[config.mk]
export PLATFORM = sky130hd
export DESIGN_NAME = pkt_ring_tracker
export DESIGN_NICKNAME = d
export VERILOG_FILES = /design/src/rtl/pkt_ring_pkg.sv /design/src/rtl/ring_index_unit.sv /design/src/rtl/ring_type_store.sv /design/src/rtl/ring_done_tracker.sv /design/src/rtl/pkt_ring_tracker.sv
export SDC_FILE = /design/constraint.sdc
export NUM_CORES = 1
export LEC_CHECK = 0
export CORE_AREA = 2 2 140 142
export DETAILED_ROUTE_END_ITERATION = 8
export DIE_AREA = 0 0 142 144
export HOLD_SLACK_MARGIN = 0.08
export PLACE_DENSITY = 0.8
export SLEW_MARGIN = 20
export SYNTH_ARGS = -nofsm -noshare
export SYNTH_HDL_FRONTEND = slang
export SYNTH_HIERARCHICAL = 1
export SYNTH_SLANG_ARGS = --single-unit
[constraint.sdc]
create_clock -name clk -period 4.69 [get_ports clk]
set_input_delay 0.7035 -clock clk [delete_from_list [all_inputs] [get_ports clk]]
set_output_delay 0.7035 -clock clk [all_outputs]
set_load 0.02 [all_outputs]
[src/rtl/pkt_ring_pkg.sv]
package pkt_ring_pkg;
   // ring geometry helpers shared by the tracker sub-blocks
   function automatic int slot_bits(input int depth);
      return (depth <= 2) ? 1 : $clog2(depth);
   endfunction

   function automatic bit is_pow2(input int v);
      return (v > 0) && ((v & (v - 1)) == 0);
   endfunction
endpackage

[src/rtl/ring_index_unit.sv]
module ring_index_unit #(
   parameter int DEPTH = 16,
   parameter int IDX_W = 16,
   parameter int CNT_W = 5
) (
   input  logic             clk,
   input  logic             rst_n,
   input  logic             grant_req,
   input  logic [CNT_W-1:0] grant_num,
   input  logic             issue_go,
   input  logic             retire_go,
   output logic [IDX_W-1:0] fill_idx,
   output logic [IDX_W-1:0] issue_idx,
   output logic [IDX_W-1:0] retire_idx,
   output logic [CNT_W-1:0] free_cnt,
   output logic [CNT_W-1:0] inflight_cnt,
   output logic             grant_ok,
   output logic             grant_err
);
   localparam logic [CNT_W-1:0] DEPTH_C = CNT_W'(DEPTH);

   logic [IDX_W-1:0] used_w;
   logic [IDX_W-1:0] fly_w;
   logic             fits;

   always_comb begin
      used_w       = fill_idx - retire_idx;
      fly_w        = issue_idx - retire_idx;
      free_cnt     = DEPTH_C - used_w[CNT_W-1:0];
      inflight_cnt = fly_w[CNT_W-1:0];
      fits         = (grant_num <= free_cnt);
   end

   always_ff @(posedge clk) begin
      if (!rst_n) begin
         fill_idx   <= '0;
         issue_idx  <= '0;
         retire_idx <= '0;
         grant_ok   <= 1'b0;
         grant_err  <= 1'b0;
      end else begin
         grant_ok  <= grant_req && fits;
         grant_err <= grant_req && !fits;
         if (grant_req && fits)
            fill_idx <= fill_idx + IDX_W'(grant_num);
         if (issue_go)
            issue_idx <= issue_idx + 1'b1;
         if (retire_go)
            retire_idx <= retire_idx + 1'b1;
      end
   end

   assert_free_bound_R2: assert property (@(posedge clk) disable iff (!rst_n)
      free_cnt <= DEPTH_C);
   assert_refuse_keeps_fill_R3: assert property (@(posedge clk) disable iff (!rst_n)
      grant_err |-> (fill_idx == $past(fill_idx)));
   assert_order_R6: assert property (@(posedge clk) disable iff (!rst_n)
      (issue_idx - retire_idx) <= (fill_idx - retire_idx));
   assert_ok_err_excl_R2: assert property (@(posedge clk) disable iff (!rst_n)
      !(grant_ok && grant_err));
endmodule

[src/rtl/ring_type_store.sv]
module ring_type_store #(
   parameter int DEPTH  = 16,
   parameter int SLOT_W = 4,
   parameter int TYPE_W = 8,
   parameter logic [TYPE_W-1:0] INVALID_CODE = 8'h01
) (
   input  logic              clk,
   input  logic              rst_n,
   input  logic              fill_en,
   input  logic [SLOT_W-1:0] fill_slot,
   input  logic [TYPE_W-1:0] fill_type,
   input  logic              clr_en,
   input  logic [SLOT_W-1:0] clr_slot,
   input  logic [SLOT_W-1:0] issue_slot,
   output logic              issue_type_ok
);
   logic [TYPE_W-1:0] type_q [DEPTH];

   for (genvar s = 0; s < DEPTH; s++) begin : g_slot
      always_ff @(posedge clk) begin
         if (!rst_n)
            type_q[s] <= INVALID_CODE;
         else if (fill_en && fill_slot == SLOT_W'(s))
            type_q[s] <= fill_type;
         else if (clr_en && clr_slot == SLOT_W'(s))
            type_q[s] <= INVALID_CODE;
      end
   end

   assign issue_type_ok = (type_q[issue_slot] != INVALID_CODE);

   assert_clear_invalid_R4: assert property (@(posedge clk) disable iff (!rst_n)
      (clr_en && !(fill_en && fill_slot == clr_slot)) |=> (type_q[$past(clr_slot)] == INVALID_CODE));
endmodule

[src/rtl/ring_done_tracker.sv]
module ring_done_tracker #(
   parameter int DEPTH  = 16,
   parameter int SLOT_W = 4,
   parameter int CNT_W  = 5
) (
   input  logic              clk,
   input  logic              rst_n,
   input  logic [SLOT_W-1:0] retire_slot,
   input  logic [CNT_W-1:0]  inflight_cnt,
   input  logic              done_vld,
   input  logic [SLOT_W-1:0] done_slot,
   output logic              retire_go,
   output logic              done_err,
   output logic              last_pending
);
   logic [DEPTH-1:0]  done_q;
   logic [SLOT_W-1:0] rel_off;
   logic              in_win;
   logic              hit;
   logic              rest_done;

   always_comb begin
      rel_off   = done_slot - retire_slot;
      in_win    = ({1'b0, rel_off} < inflight_cnt);
      hit       = done_vld && in_win;
      retire_go = (inflight_cnt != '0) && done_q[retire_slot];
   end

   for (genvar s = 0; s < DEPTH; s++) begin : g_done
      always_ff @(posedge clk) begin
         if (!rst_n)
            done_q[s] <= 1'b0;
         else if (retire_go && retire_slot == SLOT_W'(s))
            done_q[s] <= 1'b0;
         else if (hit && done_slot == SLOT_W'(s))
            done_q[s] <= 1'b1;
      end
   end

   always_ff @(posedge clk) begin
      if (!rst_n) done_err <= 1'b0;
      else        done_err <= done_vld && !in_win;
   end

   // every younger in-flight slot must already be done
   always_comb begin
      rest_done = 1'b1;
      for (int k = 1; k < DEPTH; k++) begin
         if ((CNT_W'(k) < inflight_cnt) && !done_q[retire_slot + SLOT_W'(k)])
            rest_done = 1'b0;
      end
      last_pending = (inflight_cnt != '0) && !done_q[retire_slot] && rest_done;
   end

   assert_err_from_report_R8: assert property (@(posedge clk) disable iff (!rst_n)
      done_err |-> $past(done_vld));
   assert_err_no_mark_R8: assert property (@(posedge clk) disable iff (!rst_n)
      (done_vld && !in_win && !retire_go) |=> (done_q == $past(done_q)));
   assert_retire_clears_R7: assert property (@(posedge clk) disable iff (!rst_n)
      retire_go |=> !done_q[$past(retire_slot)]);
endmodule

[src/rtl/pkt_ring_tracker.sv]
module pkt_ring_tracker
   import pkt_ring_pkg::*;
#(
   parameter int DEPTH  = 16,
   parameter int IDX_W  = 16,
   parameter int TYPE_W = 8,
   parameter logic [TYPE_W-1:0] INVALID_CODE = 8'h01,
   localparam int SLOT_W = slot_bits(DEPTH),
   localparam int CNT_W  = SLOT_W + 1
) (
   input  logic              clk,
   input  logic              rst_n,
   input  logic              grant_req,
   input  logic [CNT_W-1:0]  grant_num,
   output logic              grant_ok,
   output logic              grant_err,
   input  logic              fill_en,
   input  logic [SLOT_W-1:0] fill_slot,
   input  logic [TYPE_W-1:0] fill_type,
   input  logic              issue_step,
   input  logic              done_vld,
   input  logic [SLOT_W-1:0] done_slot,
   output logic              done_err,
   output logic [CNT_W-1:0]  free_cnt,
   output logic              issue_ready,
   output logic [CNT_W-1:0]  inflight_cnt,
   output logic              last_pending,
   output logic [IDX_W-1:0]  fill_idx,
   output logic [IDX_W-1:0]  issue_idx,
   output logic [IDX_W-1:0]  retire_idx
);
   initial begin
      assert (is_pow2(DEPTH) && DEPTH >= 2)
         else $error("DEPTH must be a power of two, at least 2");
      assert (IDX_W > SLOT_W)
         else $error("IDX_W must exceed the slot width");
      assert (TYPE_W >= 1)
         else $error("TYPE_W must be positive");
   end

   logic issue_type_ok;
   logic issue_go;
   logic retire_go;
   logic [SLOT_W-1:0] issue_slot;
   logic [SLOT_W-1:0] retire_slot;

   assign issue_slot  = issue_idx[SLOT_W-1:0];
   assign retire_slot = retire_idx[SLOT_W-1:0];
   assign issue_ready = (issue_idx != fill_idx) && issue_type_ok;
   assign issue_go    = issue_step && issue_ready;

   ring_index_unit #(.DEPTH(DEPTH), .IDX_W(IDX_W), .CNT_W(CNT_W)) u_idx (
      .clk(clk), .rst_n(rst_n),
      .grant_req(grant_req), .grant_num(grant_num),
      .issue_go(issue_go), .retire_go(retire_go),
      .fill_idx(fill_idx), .issue_idx(issue_idx), .retire_idx(retire_idx),
      .free_cnt(free_cnt), .inflight_cnt(inflight_cnt),
      .grant_ok(grant_ok), .grant_err(grant_err)
   );

   ring_type_store #(.DEPTH(DEPTH), .SLOT_W(SLOT_W), .TYPE_W(TYPE_W),
                     .INVALID_CODE(INVALID_CODE)) u_type (
      .clk(clk), .rst_n(rst_n),
      .fill_en(fill_en), .fill_slot(fill_slot), .fill_type(fill_type),
      .clr_en(retire_go), .clr_slot(retire_slot),
      .issue_slot(issue_slot), .issue_type_ok(issue_type_ok)
   );

   ring_done_tracker #(.DEPTH(DEPTH), .SLOT_W(SLOT_W), .CNT_W(CNT_W)) u_done (
      .clk(clk), .rst_n(rst_n),
      .retire_slot(retire_slot), .inflight_cnt(inflight_cnt),
      .done_vld(done_vld), .done_slot(done_slot),
      .retire_go(retire_go), .done_err(done_err), .last_pending(last_pending)
   );

   assert_issue_moves_only_when_ready_R5: assert property (@(posedge clk) disable iff (!rst_n)
      (issue_idx != $past(issue_idx)) |-> $past(issue_step && issue_ready));
   assert_retire_needs_inflight_R7: assert property (@(posedge clk) disable iff (!rst_n)
      (retire_idx != $past(retire_idx)) |-> ($past(inflight_cnt) != '0));
   assert_last_has_inflight_R9: assert property (@(posedge clk) disable iff (!rst_n)
      last_pending |-> (issue_idx != retire_idx));
   assert_step_by_one_R5: assert property (@(posedge clk) disable iff (!rst_n)
      (issue_idx - $past(issue_idx)) <= IDX_W'(1));
endmodule

==> results of run 1 <==
==> worst max-delay path, stage by stage, from the launching register on <==
cell and delay (ps):
dfxtp_1 420, buf_4 390, ha_1 410, xnor2_1 240, mux4_2 580, nor2b_4 150
o22ai_2 90, o2111ai_1 130, nor4b_2 250, clkdlybuf4s50_1 640
==> cell usage after synthesis, types with 15 or more instances <==
library cell	n
nand2b_1	21
nor4_1	25
xnor2_1	21
xor2_1	45
clkbuf_1	20
mux2_2	20
nand2_1	56
edfxtp_1	128
or3_1	20
inv_1	39
a311oi_1	17
and2_1	119
a31oi_1	15
nor2_1	72
o21ai_0	20
a21oi_1	27
dfxtp_1	67
nor3_1	23
ha_1	43
nand3_1	25
==> metrics by stage <==
| step | TNS [ps] | hold WS, ps |
|---|---|---|
| 2_1_floorplan | 0 | 507 |
| 3_3_place_gp | 0 | 498 |
| 3_5_place_dp | 0 | 518 |
| 4_1_cts | 0 | 536 |
| 5_1_grt | -14.4 | 573 |
| 6_report | 0 | 537 |
==> registers in the layout (all words and copies together), names as in the netlist <==
signal,flops
u_idx/issue_idx,16
u_idx/grant_err,1
u_type/type_q,128
u_done/done_q,16
u_idx/grant_ok,1
u_idx/retire_idx,16
u_done/done_err,1
u_idx/fill_idx,16
==> worst min path at each step <==
stage,from,endpoint,slack [ps],cells past startpoint
final,u_idx/retire_idx[15],u_idx/retire_idx[15],540,2
after global routing,u_idx/retire_idx[9],u_idx/retire_idx[9],570,2
after CTS,u_idx/retire_idx[15],u_idx/retire_idx[15],540,2
after detailed placement,u_idx/retire_idx[15],u_idx/retire_idx[15],520,2
after global placement,u_idx/retire_idx[15],u_idx/retire_idx[15],500,2
after floorplan,u_done/done_q[5],u_done/done_q[5],510,2
==> power by group through the flow <==
stage                     logic (mW)  clock network [mW]  registers, mW
after floorplan                0.785                   0           2.02
final                           1.21                1.48           1.95
after CTS                       1.20                1.50           1.95
after global routing            1.32                1.57           1.96
after detailed placement        1.19                   0           1.99
after global placement          1.17                   0           1.98
==> metal layers <==
layer	routed length (um)	up-vias	track usage, %
met1	11000	4007	34.8
met5	0	-	0
met3	1700	59	4.54
li1	-	3887	-
met2	12400	360	43.4
met4	646	0	10.1
==> cell type report <==
| class | count | area share [%] |
|---|---|---|
| Multi-Input combinational cell | 739 | 43.0 |
| Tap cell | 238 | 2.34 |
| Clock inverter | 15 | 1.51 |
| Sequential cell | 195 | 40.8 |
| Clock buffer | 17 | 3.34 |
| Timing Repair Buffer | 104 | 7.89 |
| Inverter | 40 | 1.18 |
==> cell usage in the layout (no fill, tap or decap), types with 27 or more instances in the layout <==
master	synthesis	routed
edfxtp_1	128	128
and2_1	119	119
clkdlybuf4s50_1	0	89
nor2_1	72	72
dfxtp_1	67	67
nand2_1	56	56
xor2_1	45	45
ha_1	43	43
inv_1	39	39
a21oi_1	27	27
==> kinds of logic after synthesis <==
| logic type | Yosys count |
|---|---|
| AND/OR/NAND/NOR | 427 |
| flip-flops | 195 |
| AO/OA/AOI/OAI | 145 |
| buffers and inverters | 82 |
| XOR/XNOR | 67 |
| multiplexers | 51 |
| adder cells (fa/ha/maj) | 49 |
==> what timing repair did <==
item / 4_1_cts / 5_1_grt
endpoints found under the setup margin: 0 / 1
hold buffers: 0 / 0
resized for setup: 0 / 1
==> out/summary.txt, run 1 <==
Status: completed
Leakage: 4.69 nW
Prevailing post-synth register cell: edfxtp_1
GRT Util Overall: 26.2%
Final net count: 1171
Area after DPL: 0.0121 mm^2
Final worst slack: 237 ps
#FFs+latches synth: 195
Mapped Cells: 1016
Post-synth ARST share: 0%
Crit path from: u_idx/retire_idx[0]
H-tree levels: 4
DRC viols: 0
Full die area: 0.0204 mm^2
Req. time, crit path: 3990 ps
Area share of the largest cell type after synthesis: 34.9%
Max clock buf depth: 2
Synth Cell Area: 0.0110 mm^2
DIE HEIGHT: 144 um
Vias per cell: 6.17
Core area: 0.0191 mm^2
Post-Synth Simple-Gate Area: 21.8%
Avg Inst Size Synth: 10.9 um^2
Post-CTS setup buffer count: 0
Filler cells: 1465
Max-cap violations: 0
FP Rows: 51
Combinational share of power: 26.0%
Area growth syn-to-layout: 15.4%
Final RePlAce weighted congestion: 0.998
Vias in the first global route: 7941
Pint: 3.14 mW
PwrDens: 364 mW/mm^2
Final Non-Filler Cells: 1348
CP max FO: 27
Fin crit share: 94.9%
Yosys warning count: 6
Critical path data arrival time: 3750 ps
Initial antenna violation count: 0
Total gr overflow: 0
First-pass GRT wire length: 41300 um
Hold Vio Cnt, Final: 0
Drt pass-1 iters: 5
Layout cell share with drive strength beyond 1: 9.64%
Reg2reg start: u_idx/issue_idx[1]
Net Sw Power: 1.50 mW
Final Total Pwr: 4.63 mW
Clock power share: 32.0%
Worst Max-Slew Pin Slew: 1030 ps
Clk sinks: 195
Synth unique cells: 82
Clock slew at reported path FFs: 80 ps
Clock root buffer: clkbuf_16
Ranking of synthesized cells by area: edfxtp_1, dfxtp_1, and2_1
Post-synthesis mux area share: 6.85%
R2R Path End: u_idx/issue_idx[15]
Largest net degree at the start of global routing: 42
Inserted Diodes: 0
Post-Syn Nets: 1090
Clock latency on the worst-skew pair: 450 ps
DP Worst Slack: 673 ps
Maximum vdd drop: 0.271 mV
Storage element area: 0.00518 mm^2
Hpwl dp: 17800 um
Util after Layout: 66.7%
Startpoint Class: flop
Placed Cells: 1316
Seq pwr share: 42.0%
Biggest area consumer among synthesized cells: edfxtp_1
Drt total wl: 25700 um
Port buffer count: 89
Die width: 142 um
Critical path capture point type: output pin
Via count: 8313
CTS tree: done
Crit path to: last_pending
Hold Crit Class: reg2reg
Synth Area in Compound Gates: 9.43%
Max_slew headroom: 31.0%
Setup violators final: 0
Routed wire length per instance: 19.1 um
# IOs: 90
Multi-input logic area: 0.00547 mm^2
Final number of max-transition violations: 0
Adder-cell share of the synthesized area: 5.79%
Max Clock Skew: 11.3 ps
Sequential area share after synthesis: 47.0%
Main combinational cell family by area after synthesis: simple AND/OR/NAND/NOR gates
Final instance area: 0.0127 mm^2
Post-synth EDFFs: 128
Initial Utilization: 57.8%
Sw frac: 32.3%
XOR/XNOR Fraction of Synth Area: 5.46%
Worst Reg-to-Reg Cells: 12
Reg2Reg Setup Slack: 1010 ps
Tmin final: 4450 ps
Crit Path Class: reg2out
1st-iter DRT viols: 828
Total CTS buffers: 17
ANT nets after route: 0
Max frequency: 225 MHz
No activity file was read; power rests on OpenSTA's default activity.
==> run 2, diff against run 1 <==
Settings changed: CORE_AREA 2 2 140 142 to 2 2 145 147, DIE_AREA 0 0 142 144 to 0 0 147 149, GPL_ROUTABILITY_DRIVEN set to 0, PLACE_DENSITY 0.8 to 0.75.
==> out/summary.txt, run 2 (synthesized netlist as in run 1, its figures left out) <==
Crit Path Class: reg2out
Maximum vdd drop: 0.282 mV
DIE HEIGHT: 149 um
Clock slew at reported path FFs: 70 ps
Via count: 8231
# IOs: 90
Final net count: 1175
CP max FO: 10
Max Clock Skew: 13.6 ps
Req. time, crit path: 3990 ps
Largest net degree at the start of global routing: 26
Drt pass-1 iters: 5
Commonest cells after routing, fill and taps aside: edfxtp_1, and2_1, clkdlybuf4s50_1
Global routing met2 resource utilization: 39.4%
FP Rows: 53
Met3 Use GR: 3.58%
GRT Util Overall: 23.8%
Clock root buffer: clkbuf_16
Max reg flops: 128
Total CTS buffers: 17
Area growth syn-to-layout: 15.5%
Vias per cell: 5.93
Worst Max-Slew Pin Slew: 1080 ps
Setup violators final: 0
Setup_tns: 0 ps
Vias in the first global route: 7681
Met1 usage: 32.3%
DRC viols: 0
Layer with the highest usage: met2
Tmin final: 4470 ps
Max_slew headroom: 27.7%
Clock latency on the worst-skew pair: 440 ps
RSZ-0062 raised after global routing: no
Inserted Diodes: 0
Critical path capture point type: output pin
Final worst slack: 220 ps
First-pass GRT wire length: 40800 um
Critical path data arrival time: 3770 ps
Status: completed
Register with the most flip-flops: u_type/type_q
Multi-input logic area: 0.00546 mm^2
Hold Crit Class: reg2reg
Max-cap violations: 0
Startpoint Class: flop
Full die area: 0.0219 mm^2
ANT nets after route: 0
Drt total wl: 25800 um
Initial antenna violation count: 0
DP Worst Slack: 609 ps
Filler cells: 1671
Die width: 147 um
H-tree levels: 4
Fin crit share: 95.3%
CTS tree: done
Total gr overflow: 0
Initial Utilization: 53.6%
Commonest non-fill, non-tap cell in the layout: edfxtp_1
Leakage: 4.68 nW
PwrDens: 358 mW/mm^2
Layout cell share with drive strength beyond 1: 9.79%
Max clock buf depth: 2
Storage element area: 0.00518 mm^2
Core area: 0.0206 mm^2
Routed wire length per instance: 18.6 um
Clk sinks: 195
Port buffer count: 89
Hpwl dp: 18100 um
Hold Vio Cnt, Final: 0
1st-iter DRT viols: 811
Final number of max-transition violations: 0
Max frequency: 224 MHz
run 2: changes by cell type in the layout (fill, tap and decap cells not counted):
cell	before	now
ha_1	43	42
clkinv_8	4	0
inv_12	3	0
inv_6	1	2
o311ai_2	2	1
o311ai_1	0	1
clkbuf_1	0	1
ha_2	0	1
inv_8	4	8
buf_4	15	19
run 2: cell type report:
class	instances	area share, %
timing repair buffer	108	8.11
sequential	195	40.7
clock buffer	18	3.37
clock inverter	13	1.04
tap	275	2.70
multi-input combinational	739	42.9
inverter	40	1.18
run 2: layer usage:
metal / routed length, um / vias to the layer above
met5: 0 / -
met4: 575 / 0
met3: 1570 / 48
met2: 12400 / 310
met1: 11200 / 3977
li1: - / 3896
run 2: report_power, final:
group / switching, mW / leakage [nW] / internal (mW)
logic: 0.715 / 2.59 / 0.507
clock network: 0.683 / 0.277 / 0.710
registers: 0.0494 / 1.81 / 1.90
run 2: final timing paths:
path | to | cells past startpoint | start | slack [ps]
min reg2reg | u_idx/retire_idx[15] | 2 | u_idx/retire_idx[15] | 520
min | u_idx/retire_idx[15] | 2 | u_idx/retire_idx[15] | 520
max reg2reg | u_idx/retire_idx[15] | 14 | u_idx/retire_idx[1] | 1020
max | last_pending | 12 | u_idx/retire_idx[1] | 220
run 2: critical path: stages, from the launching register on:
cell and delay (ps):
dfxtp_1 420, inv_1 90, ha_1 280, a21o_1 160
a21oi_1 230, xnor2_2 200, or2_2 390, nor3_1 200
nor3_1 90, nor3_1 180, nand3_1 130, nor4b_2 310
clkdlybuf4s50_1 650
run 2: timing repair:
item                                    4_1_cts  5_1_grt
hold buffers                                  0        0
endpoints found under the setup margin        0        1
setup buffers                                 0        0
gates resized for setup                       0        2
run 2: metrics by stage:
stage | utilization, % | power [mW] | hold WS, ps | std cells | instance area, um^2
after global placement | 59.1 | 3.16 | 500 | 1357 | 12200
after CTS | 61.9 | 4.58 | 526 | 1388 | 12700
after detailed placement | 59.1 | 3.19 | 509 | 1357 | 12200
final | 62.0 | 4.56 | 522 | 1388 | 12700
after floorplan | - | 2.80 | 507 | 1016 | 11000
after global routing | 62.0 | 4.76 | 572 | 1388 | 12700
